===== config.mk =====
export PLATFORM = sky130hd
export DESIGN_NAME = clkfan_ctrl
export DESIGN_NICKNAME = d
export VERILOG_FILES = /design/src/rtl/clkfan_pkg.sv /design/src/rtl/twi_sampler.sv /design/src/rtl/twi_block_slave.sv /design/src/rtl/cfg_regfile.sv /design/src/rtl/clk_gate_bank.sv /design/src/rtl/clkfan_ctrl.sv
export SDC_FILE = /design/constraint.sdc
export NUM_CORES = 1
export LEC_CHECK = 0
export ABC_AREA = 1
export CELL_PAD_IN_SITES_DETAIL_PLACEMENT = 0
export CELL_PAD_IN_SITES_GLOBAL_PLACEMENT = 1
export CORE_MARGIN = 5
export CORE_UTILIZATION = 40
export CTS_CLUSTER_DIAMETER = 120
export DETAILED_ROUTE_END_ITERATION = 8
export PLACE_DENSITY_LB_ADDON = 0.08
export SYNTH_ARGS = -nofsm -noshare
export SYNTH_HDL_FRONTEND = slang
export SYNTH_SLANG_ARGS = --single-unit

===== constraint.sdc =====
create_clock -name clk -period 2.8 [get_ports clk]
set_input_delay 0.28 -clock clk [delete_from_list [all_inputs] [get_ports clk]]
set_output_delay 0.28 -clock clk [all_outputs]
set_load 0.01 [all_outputs]

===== src/rtl/clkfan_pkg.sv =====
package clkfan_pkg;

    localparam int NUM_REGS  = 8;
    localparam int REG_W     = 8;
    localparam int IDX_W     = $clog2(NUM_REGS);
    localparam int NUM_PAIRS = 6;
    localparam int HDR_BYTES = 2;                       // command + count, discarded
    localparam int NB_LIMIT  = HDR_BYTES + NUM_REGS;    // saturation point of the byte counter
    localparam int NB_W      = $clog2(NB_LIMIT + 1);

    typedef enum logic [2:0] {
        ST_IDLE,
        ST_RX,
        ST_ACK,
        ST_TX,
        ST_TXACK
    } bus_st_e;

    // power-on contents: reserved bits high, register 6 upper control bits low
    function automatic logic [REG_W-1:0] reg_default(input int idx);
        return (idx == 6) ? 8'h8F : 8'hFF;
    endfunction

    // register holding the enable of pair p
    function automatic int en_reg(input int p);
        return (p < 3) ? 7 : 6;
    endfunction

    // bit within that register
    function automatic int en_bit(input int p);
        return (p < 3) ? 2 * p : p - 3;
    endfunction

endpackage


===== src/rtl/twi_sampler.sv =====
module twi_sampler #(
    parameter int SYNC_STAGES = 2
) (
    input  logic clk,
    input  logic rst_n,
    input  logic scl_in,
    input  logic sda_in,
    output logic scl_lvl,
    output logic sda_lvl,
    output logic scl_rise,
    output logic scl_fall,
    output logic start_det,
    output logic stop_det
);

    typedef struct packed {
        logic [SYNC_STAGES-1:0] scl_sh;
        logic [SYNC_STAGES-1:0] sda_sh;
        logic                   scl_prev;
        logic                   sda_prev;
    } smp_t;

    smp_t smp_d, smp_q;

    always_comb begin
        smp_d          = smp_q;
        smp_d.scl_sh   = {smp_q.scl_sh[SYNC_STAGES-2:0], scl_in};
        smp_d.sda_sh   = {smp_q.sda_sh[SYNC_STAGES-2:0], sda_in};
        smp_d.scl_prev = smp_q.scl_sh[SYNC_STAGES-1];
        smp_d.sda_prev = smp_q.sda_sh[SYNC_STAGES-1];
    end

    always_ff @(posedge clk or negedge rst_n) begin
        if (!rst_n) begin
            smp_q <= '1;
        end else begin
            smp_q <= smp_d;
        end
    end

    assign scl_lvl   = smp_q.scl_sh[SYNC_STAGES-1];
    assign sda_lvl   = smp_q.sda_sh[SYNC_STAGES-1];
    assign scl_rise  = scl_lvl & ~smp_q.scl_prev;
    assign scl_fall  = ~scl_lvl & smp_q.scl_prev;
    assign start_det = scl_lvl & smp_q.scl_prev & smp_q.sda_prev & ~sda_lvl;
    assign stop_det  = scl_lvl & smp_q.scl_prev & ~smp_q.sda_prev & sda_lvl;

endmodule


===== src/rtl/twi_block_slave.sv =====
module twi_block_slave
    import clkfan_pkg::*;
#(
    parameter logic [6:0] DEV_ADDR7 = 7'h69
) (
    input  logic                      clk,
    input  logic                      rst_n,
    input  logic                      scl_rise,
    input  logic                      scl_fall,
    input  logic                      start_det,
    input  logic                      stop_det,
    input  logic                      sda_lvl,
    input  logic [NUM_REGS*REG_W-1:0] rd_flat,
    output logic                      sda_pull,
    output logic                      wr_en,
    output logic [IDX_W-1:0]          wr_idx,
    output logic [REG_W-1:0]          wr_data
);

    typedef struct packed {
        bus_st_e         st;
        logic [7:0]      sh;
        logic [3:0]      bits;
        logic            rd;
        logic            addr_ph;
        logic [NB_W-1:0] nb;
        logic            hack;
        logic            pull;
    } slv_t;

    localparam slv_t SLV_RST = '{st: ST_IDLE, sh: 8'h00, bits: 4'd0, rd: 1'b0,
                                 addr_ph: 1'b0, nb: '0, hack: 1'b0, pull: 1'b0};

    slv_t            slv_d, slv_q;
    logic [NB_W-1:0] rel;
    logic [7:0]      nxt;

    // byte sent at read position k: count, then registers, then released bus
    function automatic logic [7:0] pick(input logic [NB_W-1:0] k);
        if (k == '0) begin
            return 8'(NUM_REGS);
        end else if (int'(k) <= NUM_REGS) begin
            return rd_flat[(int'(k) - 1) * REG_W +: REG_W];
        end else begin
            return 8'hFF;
        end
    endfunction

    always_comb begin
        slv_d   = slv_q;
        rel     = slv_q.nb - NB_W'(HDR_BYTES);
        nxt     = pick(slv_q.nb);
        wr_en   = 1'b0;
        wr_idx  = rel[IDX_W-1:0];
        wr_data = slv_q.sh;

        case (slv_q.st)
            ST_IDLE: begin
                slv_d.pull = 1'b0;
                if (start_det) begin
                    slv_d.st      = ST_RX;
                    slv_d.addr_ph = 1'b1;
                    slv_d.bits    = 4'd0;
                    slv_d.nb      = '0;
                    slv_d.rd      = 1'b0;
                end
            end
            ST_RX: begin
                if (scl_rise) begin
                    slv_d.sh   = {slv_q.sh[6:0], sda_lvl};
                    slv_d.bits = slv_q.bits + 4'd1;
                end
                if (scl_fall && slv_q.bits == 4'd8) begin
                    if (slv_q.addr_ph) begin
                        if (slv_q.sh[7:1] == DEV_ADDR7) begin
                            slv_d.rd   = slv_q.sh[0];
                            slv_d.st   = ST_ACK;
                            slv_d.pull = 1'b1;
                        end else begin
                            slv_d.st = ST_IDLE;
                        end
                    end else begin
                        slv_d.st   = ST_ACK;
                        slv_d.pull = 1'b1;
                        if (slv_q.nb >= NB_W'(HDR_BYTES) && rel < NB_W'(NUM_REGS)) begin
                            wr_en = 1'b1;
                        end
                        if (slv_q.nb < NB_W'(NB_LIMIT)) begin
                            slv_d.nb = slv_q.nb + 1'b1;
                        end
                    end
                end
            end
            ST_ACK: begin
                if (scl_fall) begin
                    slv_d.addr_ph = 1'b0;
                    slv_d.bits    = 4'd0;
                    if (slv_q.rd) begin
                        slv_d.st   = ST_TX;
                        slv_d.sh   = nxt;
                        slv_d.pull = ~nxt[7];
                        slv_d.bits = 4'd1;
                        if (slv_q.nb < NB_W'(NB_LIMIT)) begin
                            slv_d.nb = slv_q.nb + 1'b1;
                        end
                    end else begin
                        slv_d.st   = ST_RX;
                        slv_d.pull = 1'b0;
                    end
                end
            end
            ST_TX: begin
                if (scl_fall) begin
                    if (slv_q.bits == 4'd8) begin
                        slv_d.st   = ST_TXACK;
                        slv_d.pull = 1'b0;
                    end else begin
                        slv_d.sh   = {slv_q.sh[6:0], 1'b1};
                        slv_d.pull = ~slv_q.sh[6];
                        slv_d.bits = slv_q.bits + 4'd1;
                    end
                end
            end
            ST_TXACK: begin
                if (scl_rise) begin
                    slv_d.hack = ~sda_lvl;
                end
                if (scl_fall) begin
                    if (slv_q.hack) begin
                        slv_d.st   = ST_TX;
                        slv_d.sh   = nxt;
                        slv_d.pull = ~nxt[7];
                        slv_d.bits = 4'd1;
                        if (slv_q.nb < NB_W'(NB_LIMIT)) begin
                            slv_d.nb = slv_q.nb + 1'b1;
                        end
                    end else begin
                        slv_d.st = ST_IDLE;
                    end
                end
            end
            default: slv_d = SLV_RST;
        endcase

        // Stop anywhere, or a Start inside a transaction, ends it
        if (stop_det || (start_det && slv_q.st != ST_IDLE)) begin
            slv_d.st   = ST_IDLE;
            slv_d.pull = 1'b0;
        end
    end

    always_ff @(posedge clk or negedge rst_n) begin
        if (!rst_n) begin
            slv_q <= SLV_RST;
        end else begin
            slv_q <= slv_d;
        end
    end

    assign sda_pull = slv_q.pull;

endmodule


===== src/rtl/cfg_regfile.sv =====
module cfg_regfile
    import clkfan_pkg::*;
(
    input  logic                      clk,
    input  logic                      rst_n,
    input  logic                      wr_en,
    input  logic [IDX_W-1:0]          wr_idx,
    input  logic [REG_W-1:0]          wr_data,
    output logic [NUM_REGS*REG_W-1:0] regs_flat
);

    logic [NUM_REGS-1:0][REG_W-1:0] regs_d, regs_q;

    always_comb begin
        regs_d = regs_q;
        if (wr_en) begin
            regs_d[wr_idx] = wr_data;
        end
    end

    always_ff @(posedge clk or negedge rst_n) begin
        if (!rst_n) begin
            for (int i = 0; i < NUM_REGS; i++) begin
                regs_q[i] <= reg_default(i);
            end
        end else begin
            regs_q <= regs_d;
        end
    end

    assign regs_flat = regs_q;

endmodule


===== src/rtl/clk_gate_bank.sv =====
module clk_gate_bank #(
    parameter int NUM_PAIRS = 6
) (
    input  logic                 clk,
    input  logic                 rst_n,
    input  logic                 ref_in,
    input  logic [NUM_PAIRS-1:0] en_req,
    output logic [NUM_PAIRS-1:0] out_t,
    output logic [NUM_PAIRS-1:0] out_c
);

    typedef struct packed {
        logic                 ref_s;
        logic [NUM_PAIRS-1:0] en_act;
        logic [NUM_PAIRS-1:0] t;
        logic [NUM_PAIRS-1:0] c;
    } gate_t;

    gate_t gate_d, gate_q;

    always_comb begin
        gate_d       = gate_q;
        gate_d.ref_s = ref_in;
        for (int p = 0; p < NUM_PAIRS; p++) begin
            // enables only move while the sampled reference is low
            gate_d.en_act[p] = gate_q.ref_s ? gate_q.en_act[p] : en_req[p];
            gate_d.t[p]      = gate_q.ref_s & gate_d.en_act[p];
            gate_d.c[p]      = ~(gate_q.ref_s & gate_d.en_act[p]);
        end
    end

    always_ff @(posedge clk or negedge rst_n) begin
        if (!rst_n) begin
            gate_q.ref_s  <= 1'b0;
            gate_q.en_act <= '1;
            gate_q.t      <= '0;
            gate_q.c      <= '1;
        end else begin
            gate_q <= gate_d;
        end
    end

    assign out_t = gate_q.t;
    assign out_c = gate_q.c;

endmodule


===== src/rtl/clkfan_ctrl.sv =====
module clkfan_ctrl
    import clkfan_pkg::*;
#(
    parameter int         SYNC_STAGES = 2,
    parameter logic [6:0] DEV_ADDR7   = 7'h69
) (
    input  logic                 clk,
    input  logic                 rst_n,
    input  logic                 scl_in,
    input  logic                 sda_in,
    output logic                 sda_pull,
    input  logic                 ref_in,
    output logic [NUM_PAIRS-1:0] out_t,
    output logic [NUM_PAIRS-1:0] out_c
);

    logic                      scl_lvl, sda_lvl;
    logic                      scl_rise, scl_fall, start_det, stop_det;
    logic                      wr_en;
    logic [IDX_W-1:0]          wr_idx;
    logic [REG_W-1:0]          wr_data;
    logic [NUM_REGS*REG_W-1:0] regs_flat;
    logic [NUM_PAIRS-1:0]      en_req;

    twi_sampler #(.SYNC_STAGES(SYNC_STAGES)) u_smp (
        .clk       (clk),
        .rst_n     (rst_n),
        .scl_in    (scl_in),
        .sda_in    (sda_in),
        .scl_lvl   (scl_lvl),
        .sda_lvl   (sda_lvl),
        .scl_rise  (scl_rise),
        .scl_fall  (scl_fall),
        .start_det (start_det),
        .stop_det  (stop_det)
    );

    twi_block_slave #(.DEV_ADDR7(DEV_ADDR7)) u_slv (
        .clk       (clk),
        .rst_n     (rst_n),
        .scl_rise  (scl_rise),
        .scl_fall  (scl_fall),
        .start_det (start_det),
        .stop_det  (stop_det),
        .sda_lvl   (sda_lvl),
        .rd_flat   (regs_flat),
        .sda_pull  (sda_pull),
        .wr_en     (wr_en),
        .wr_idx    (wr_idx),
        .wr_data   (wr_data)
    );

    cfg_regfile u_regs (
        .clk       (clk),
        .rst_n     (rst_n),
        .wr_en     (wr_en),
        .wr_idx    (wr_idx),
        .wr_data   (wr_data),
        .regs_flat (regs_flat)
    );

    // pair-to-bit mapping of the enables
    for (genvar p = 0; p < NUM_PAIRS; p++) begin : g_en
        localparam int POS = en_reg(p) * REG_W + en_bit(p);
        assign en_req[p] = regs_flat[POS];
    end

    clk_gate_bank #(.NUM_PAIRS(NUM_PAIRS)) u_gate (
        .clk    (clk),
        .rst_n  (rst_n),
        .ref_in (ref_in),
        .en_req (en_req),
        .out_t  (out_t),
        .out_c  (out_c)
    );

endmodule


==> metrics.txt, run 1 <==
Detail Route Antenna Nets 0; postcts setup bufs 0; Clock Pin Slew Worst Setup and Hold Paths 0.08 ns; Clk Tree Root Cell clkbuf_16; final slew viol count 0; Worst EP required 3.03 ns; commonest cells after routing, fill and taps aside nand2_1, o21ai_0, dfstp_2; clk_skew 0.0100 ns; clock share of power 0.267; drt drc 0; total CTS buffers 9; H-tree depth 3; leak pwr 0.00252 uW; clock latency on the worst-skew pair 0.37 ns; NumNets Final 677; critical path class flop to flop; Routed WL 13500 um; Comb power frac 0.362; Switching Share 0.418; VDD IR max 0.479 mV; largest net degree at the start of global routing 65; detailed-routing wirelength on met1 6690 um; Fmax achieved 394 MHz; Sw Pwr 2030 uW; initial antenna violation count 0; post-synthesis adder-cell area fraction 0.0116; wire length on met3 421 um; diode count 0; largest family of logic cells by synthesized area simple AND/OR/NAND/NOR gates; area of the core 13200 sq um; worst setup path startpoint u_slv.slv_q[22]; Std-Cell Rows 42; most common cell after layout, fill and taps aside nand2_1; DIE HEIGHT 126 um; clock tree sinks 112; PortBufs 17; worst-path fanout max 16; post-DR wirelength/cell 15.9 um; max incr delay on CP 0.53 ns; Final min period 2.54 ns; CTS tree done; CP Capture Type flop; Max-cap violations 0; Yosys cell types 28; worst reg-to-reg path cell count 9; gr usage total 0.180; Starting Density 0.408; Tcrit/Tclk final 0.907; Synth Area in Simple Gates 0.244; DR vias 4255; synth top area cells dfstp_2, dfrtp_1, nand2_1, o21ai_0, nand3_1; Clock Tree Buf Depth 2; leading area contributor after synthesis dfstp_2; Syn Nets 668; Syn Std Cell Area 5400 sq um; xor and xnor fraction of the mapped netlist area 0.00648; crit path cell chain inv_1 -> nand2_1 -> inv_1 -> nand2_2 -> nor4_4 -> nand2_1 -> buf_4 -> nand2_1 -> o21ai_0; CP top delay family simple AND/OR/NAND/NOR gates; first-pass GRT wire length 22600 um; share of cells above drive strength 1 0.171; RSZ-0062 raised after global routing no; reg2reg end u_regs.regs_flat[52]; PwrDens 813 nW/um^2; max layer used met4; Mapped Avg Cell Area 8.21 sq um; Syn Inst Count 658; run status finished, final reports clean; r2r startpoint u_slv.slv_q[22]; DRT Pass-1 Iters 5; Slowest-stage cell, CP nor4_4; stages on the worst setup path 9; IO Count 18; most used cell, CP nand2_1; die area 15900 sq um; Area Overhead vs Synth 10.7%; #FFs+latches synth 112; initial DRC count 313; sequential share of the synthesized area 0.537; Yosys top cell area share 0.384; Met2 Wirelength 6050 um; Tightest Pin Transition 0.774 ns; # setup viols final 0; dpl hpwl 9270 um; Slew Limit Headroom 0.481; mux cell area share after synthesis 0; grt total ovfl 0; vias in the first global route 4179; compound-cell area share of the yosys netlist 0.122; GP Congestion 0.863; Seq pwr share 0.372; Worst Path Buf+Inv 3; CP Launch Type flop; Final Hold Vio Count 0; cts repair resizes 0; via/cell ratio 5.02; Pint 2830 uW; Yosys warning count 0; Hold Path Class input port to flop; Die Wd 126 um; Worst EP arrival 2.77 ns; Tot Pwr 4860 uW; TNS Setup 0 ns; hold-fix buffers at CTS 1; register-to-register setup slack 0.26 ns; post-layout util 0.452; CP endpoint u_regs.regs_flat[52]
[logic make-up (layout without fill, tap and decap cells)]
group	Yosys count	after routing
and+or+nand+nor	323	323
AOI/OAI and AO/OA	128	128
DFF	112	112
buffers and inverters	86	100
adders and majority gates	5	5
xor gates and xnor gates	4	4
[cell type report]
type / instances / area [sq um]
clock buffer: 9 / 225
clock inverter: 7 / 76.3
fill: 1384 / 7260
inverter: 53 / 199
multi-input combinational: 460 / 2070
sequential: 112 / 2900
tap: 176 / 220
timing repair buffer: 31 / 288
[cell usage after synthesis, drive strengths merged]
master	number
inv	51
dfrtp	33
o211ai	3
clkbuf	12
a31oi	1
xnor2	1
o2111ai	1
o21ai	110
o31ai	2
nand3b	1
dfstp	79
clkinv	2
nor2	60
ha	5
nor3	4
nand3	47
xor2	3
nand4	3
nor4	1
nand2	207
buf	21
a21oi	11
[power groups by stage]
| stage | registers [uW] | clock network, uW | logic [uW] |
|---|---|---|---|
| after floorplan | 1810 | 0 | 1220 |
| after global placement | 1830 | 0 | 1780 |
| after global routing | 1820 | 1400 | 1980 |
| after CTS | 1810 | 1340 | 1770 |
| final | 1810 | 1300 | 1760 |
| after detailed placement | 1830 | 0 | 1770 |
[metal layers]
layer,up-vias,GRT usage
met4,0,0.0782
met5,-,0
met2,73,0.274
met3,17,0.0241
met1,2041,0.258
li1,2124,-
[per-stage QoR]
stage | worst slack [ns] | instance area [sq um] | instances | hold WS (ns)
floorplan | 0.676 | 5400 | 658 | -0.0156
global placement | 0.261 | 5670 | 831 | 0.348
detailed placement | 0.297 | 5670 | 831 | 0.348
CTS | 0.249 | 5980 | 848 | 0.299
global route | 0.0760 | 5980 | 848 | 0.301
finish | 0.261 | 5980 | 848 | 0.308
[flip-flops by register name, summed over array words and instances, names as in the netlist, 2 cells and up]
| signal | count |
|---|---|
| u_slv.slv_q | 14 |
| u_smp.smp_q | 2 |
| u_gate.out_t | 6 |
| u_smp.smp_d | 2 |
| u_slv.wr_data | 8 |
| u_regs.regs_flat | 64 |
| u_gate.gate_q | 7 |
| u_gate.out_c | 6 |
[worst min path at each step]
stage	from	endpoint	slack, ns	cells after the start
6_report	sda_in	u_smp.smp_d[3]	0.31	1
2_1_floorplan	rst_n	u_gate.gate_q[18]	-0.02	0
5_1_grt	scl_in	u_smp.smp_d[5]	0.30	1
4_1_cts	sda_in	u_smp.smp_d[3]	0.30	1
3_5_place_dp	u_smp.smp_d[5]	u_smp.scl_lvl	0.35	0
3_3_place_gp	u_smp.smp_d[5]	u_smp.scl_lvl	0.35	0
Note: power is estimated with default switching activity, not from simulation.
==> run 2, diff against run 1 <==
--- a/config.mk
+++ b/config.mk
@@ -9,9 +9,10 @@
 export CELL_PAD_IN_SITES_DETAIL_PLACEMENT = 0
 export CELL_PAD_IN_SITES_GLOBAL_PLACEMENT = 1
 export CORE_MARGIN = 5
-export CORE_UTILIZATION = 40
+export CORE_UTILIZATION = 48
 export CTS_CLUSTER_DIAMETER = 120
 export DETAILED_ROUTE_END_ITERATION = 8
+export DONT_BUFFER_PORTS = 1
 export PLACE_DENSITY_LB_ADDON = 0.08
 export SYNTH_ARGS = -nofsm -noshare
 export SYNTH_HDL_FRONTEND = slang
==> run 2 against run 1 <==
  * The flow now finishes with violations (hold timing)
  * Clock skew fell by 0.0024 ns
  * Sequential power about the same
  * Non-clock buffer count down 18
  * Clock power is 12% higher
  * Via count fell by 0.56%
  * Critical endpoint is now u_regs.regs_flat[36]
  * Largest cell class unchanged
==> metrics.txt, run 2 (same netlist as run 1, synthesis figures left out) <==
H-tree depth 3; Detail Route Antenna Nets 0; clock tree sinks 112; DIE HEIGHT 116 um; grt total ovfl 0; max reg flops 64; Area Overhead vs Synth 7.23%; first-pass GRT wire length 21400 um; Slew Limit Headroom 0.659; DR vias 4231; clk_skew 0.00767 ns; total CTS buffers 9; leak pwr 0.00246 uW; gr usage total 0.206; Tcrit/Tclk final 0.826; dpl hpwl 8760 um; Tightest Pin Transition 0.510 ns; clock latency on the worst-skew pair 0.36 ns; Worst EP arrival 2.58 ns; Slowest-stage cell, CP nor4_4; Worst Path Buf+Inv 2; Clock Pin Slew Worst Setup and Hold Paths 0.08 ns; via/cell ratio 5.33; critical path class flop to flop; commonest cells after routing, fill and taps aside nand2_1, o21ai_0, dfstp_2; register-to-register setup slack 0.49 ns; PortBufs 0; postcts setup bufs 0; Worst EP required 3.07 ns; Final min period 2.31 ns; cts repair resizes 0; Starting Density 0.494; Max-cap violations 0; post-DR wirelength/cell 16.1 um; reg2reg end u_regs.regs_flat[36]; Fmax achieved 433 MHz; # setup viols final 0; TNS Setup 0 ns; Fill cells 1031; CP Capture Type flop; Clock Tree Buf Depth 2; share of cells above drive strength 1 0.170; Clk Tree Root Cell clkbuf_16; CP Launch Type flop; PwrDens 857 nW/um^2; initial antenna violation count 0; RSZ-0062 raised after global routing no; Std-Cell Rows 38; worst reg-to-reg path cell count 7; die area 13500 sq um; Inst Count DP 775; post-layout util 0.530; max incr delay on CP 0.48 ns; vias in the first global route 4160; drt drc 0; VDD IR max 0.585 mV; crit path cell chain inv_1 -> nand2_1 -> inv_1 -> nand2_2 -> nor4_4 -> nand2_1 -> o21ai_0; largest net degree at the start of global routing 113; most common cell after layout, fill and taps aside nand2_1; CP top delay family simple AND/OR/NAND/NOR gates; Layout Cells excl Fill 794; DRT Pass-1 Iters 5; initial DRC count 406; failing checks hold timing; Routed WL 12800 um; GP Congestion 0.907; Die Wd 116 um; area of the multi-input gates 2070 sq um; hold-fix buffers at CTS 3; Hold Slack -0.384 ns; NumNets Final 659; area of the core 10900 sq um; r2r startpoint u_slv.slv_q[22]; wire length on met3 591 um; Final Hold Vio Count 112; max layer used met4; final slew viol count 0; detailed-routing wirelength on met1 5910 um; Hold Path Class input port to asynchronous set/reset pin; storage element area 2900 sq um; Met2 Wirelength 6100 um; diode count 0; run status finished with violations; worst-path fanout max 16; CTS tree done; IO Count 18
[run 2: cell count changes in the layout (fill, tap and decap cells not counted)]
cell,delta
clkinv_4,-1
bufinv_16,+2
dlygate4sd3_1,+2
clkinv_8,-1
inv_6,-1
buf_4,-3
clkdlybuf4s50_1,-16
inv_8,+1
buf_12,-1
[run 2: area by class of cell]
class	count	area share
clock buffers	9	0.0389
clock inverters	7	0.0197
inverters	53	0.0343
multi-input cells	460	0.358
flip-flops and latches	112	0.501
well taps	140	0.0302
repair buffers	13	0.0181
[run 2: worst max-delay path by stage]
stage | slack (ns) | endpoint | startpoint | depth (start not counted)
after floorplan | 0.68 | u_slv.wr_data[4] | u_slv.slv_q[2] | 15
after global placement | 0.51 | u_regs.regs_flat[58] | u_slv.slv_q[22] | 7
after detailed placement | 0.48 | u_regs.regs_flat[62] | u_slv.slv_q[22] | 7
after CTS | 0.48 | u_regs.regs_flat[62] | u_slv.slv_q[22] | 7
after global routing | 0.22 | u_regs.regs_flat[59] | u_slv.slv_q[22] | 7
final | 0.49 | u_regs.regs_flat[36] | u_slv.slv_q[22] | 7
[run 2: routing by layer]
metal | GRT usage | up-vias
met5 | 0 | -
met4 | 0.0626 | 0
met3 | 0.0560 | 18
met2 | 0.335 | 80
met1 | 0.272 | 2043
li1 | - | 2090
[run 2: power breakdown]
part | switching [uW] | internal, uW | leakage, uW
Combinational | 1210 | 487 | 0.00103
Clock | 649 | 807 | 0.000165
Sequential | 91.7 | 1710 | 0.00127
[run 2: worst reg2reg max path, delay by kind of cell (launching register included)]
kind / cells / cell delay, ns
buf+inv: 2 / 0.26
compound gates: 1 / 0.32
flops: 1 / 0.41
simple gates: 4 / 1.25
[run 2: stage by stage]
stage | instance area (sq um) | worst slack, ns | power, uW
finish | 5790 | 0.489 | 4960
detailed placement | 5420 | 0.482 | 3530
global placement | 5420 | 0.509 | 3540
CTS | 5790 | 0.479 | 4990
global route | 5790 | 0.216 | 5300
floorplan | 5400 | 0.676 | 3020
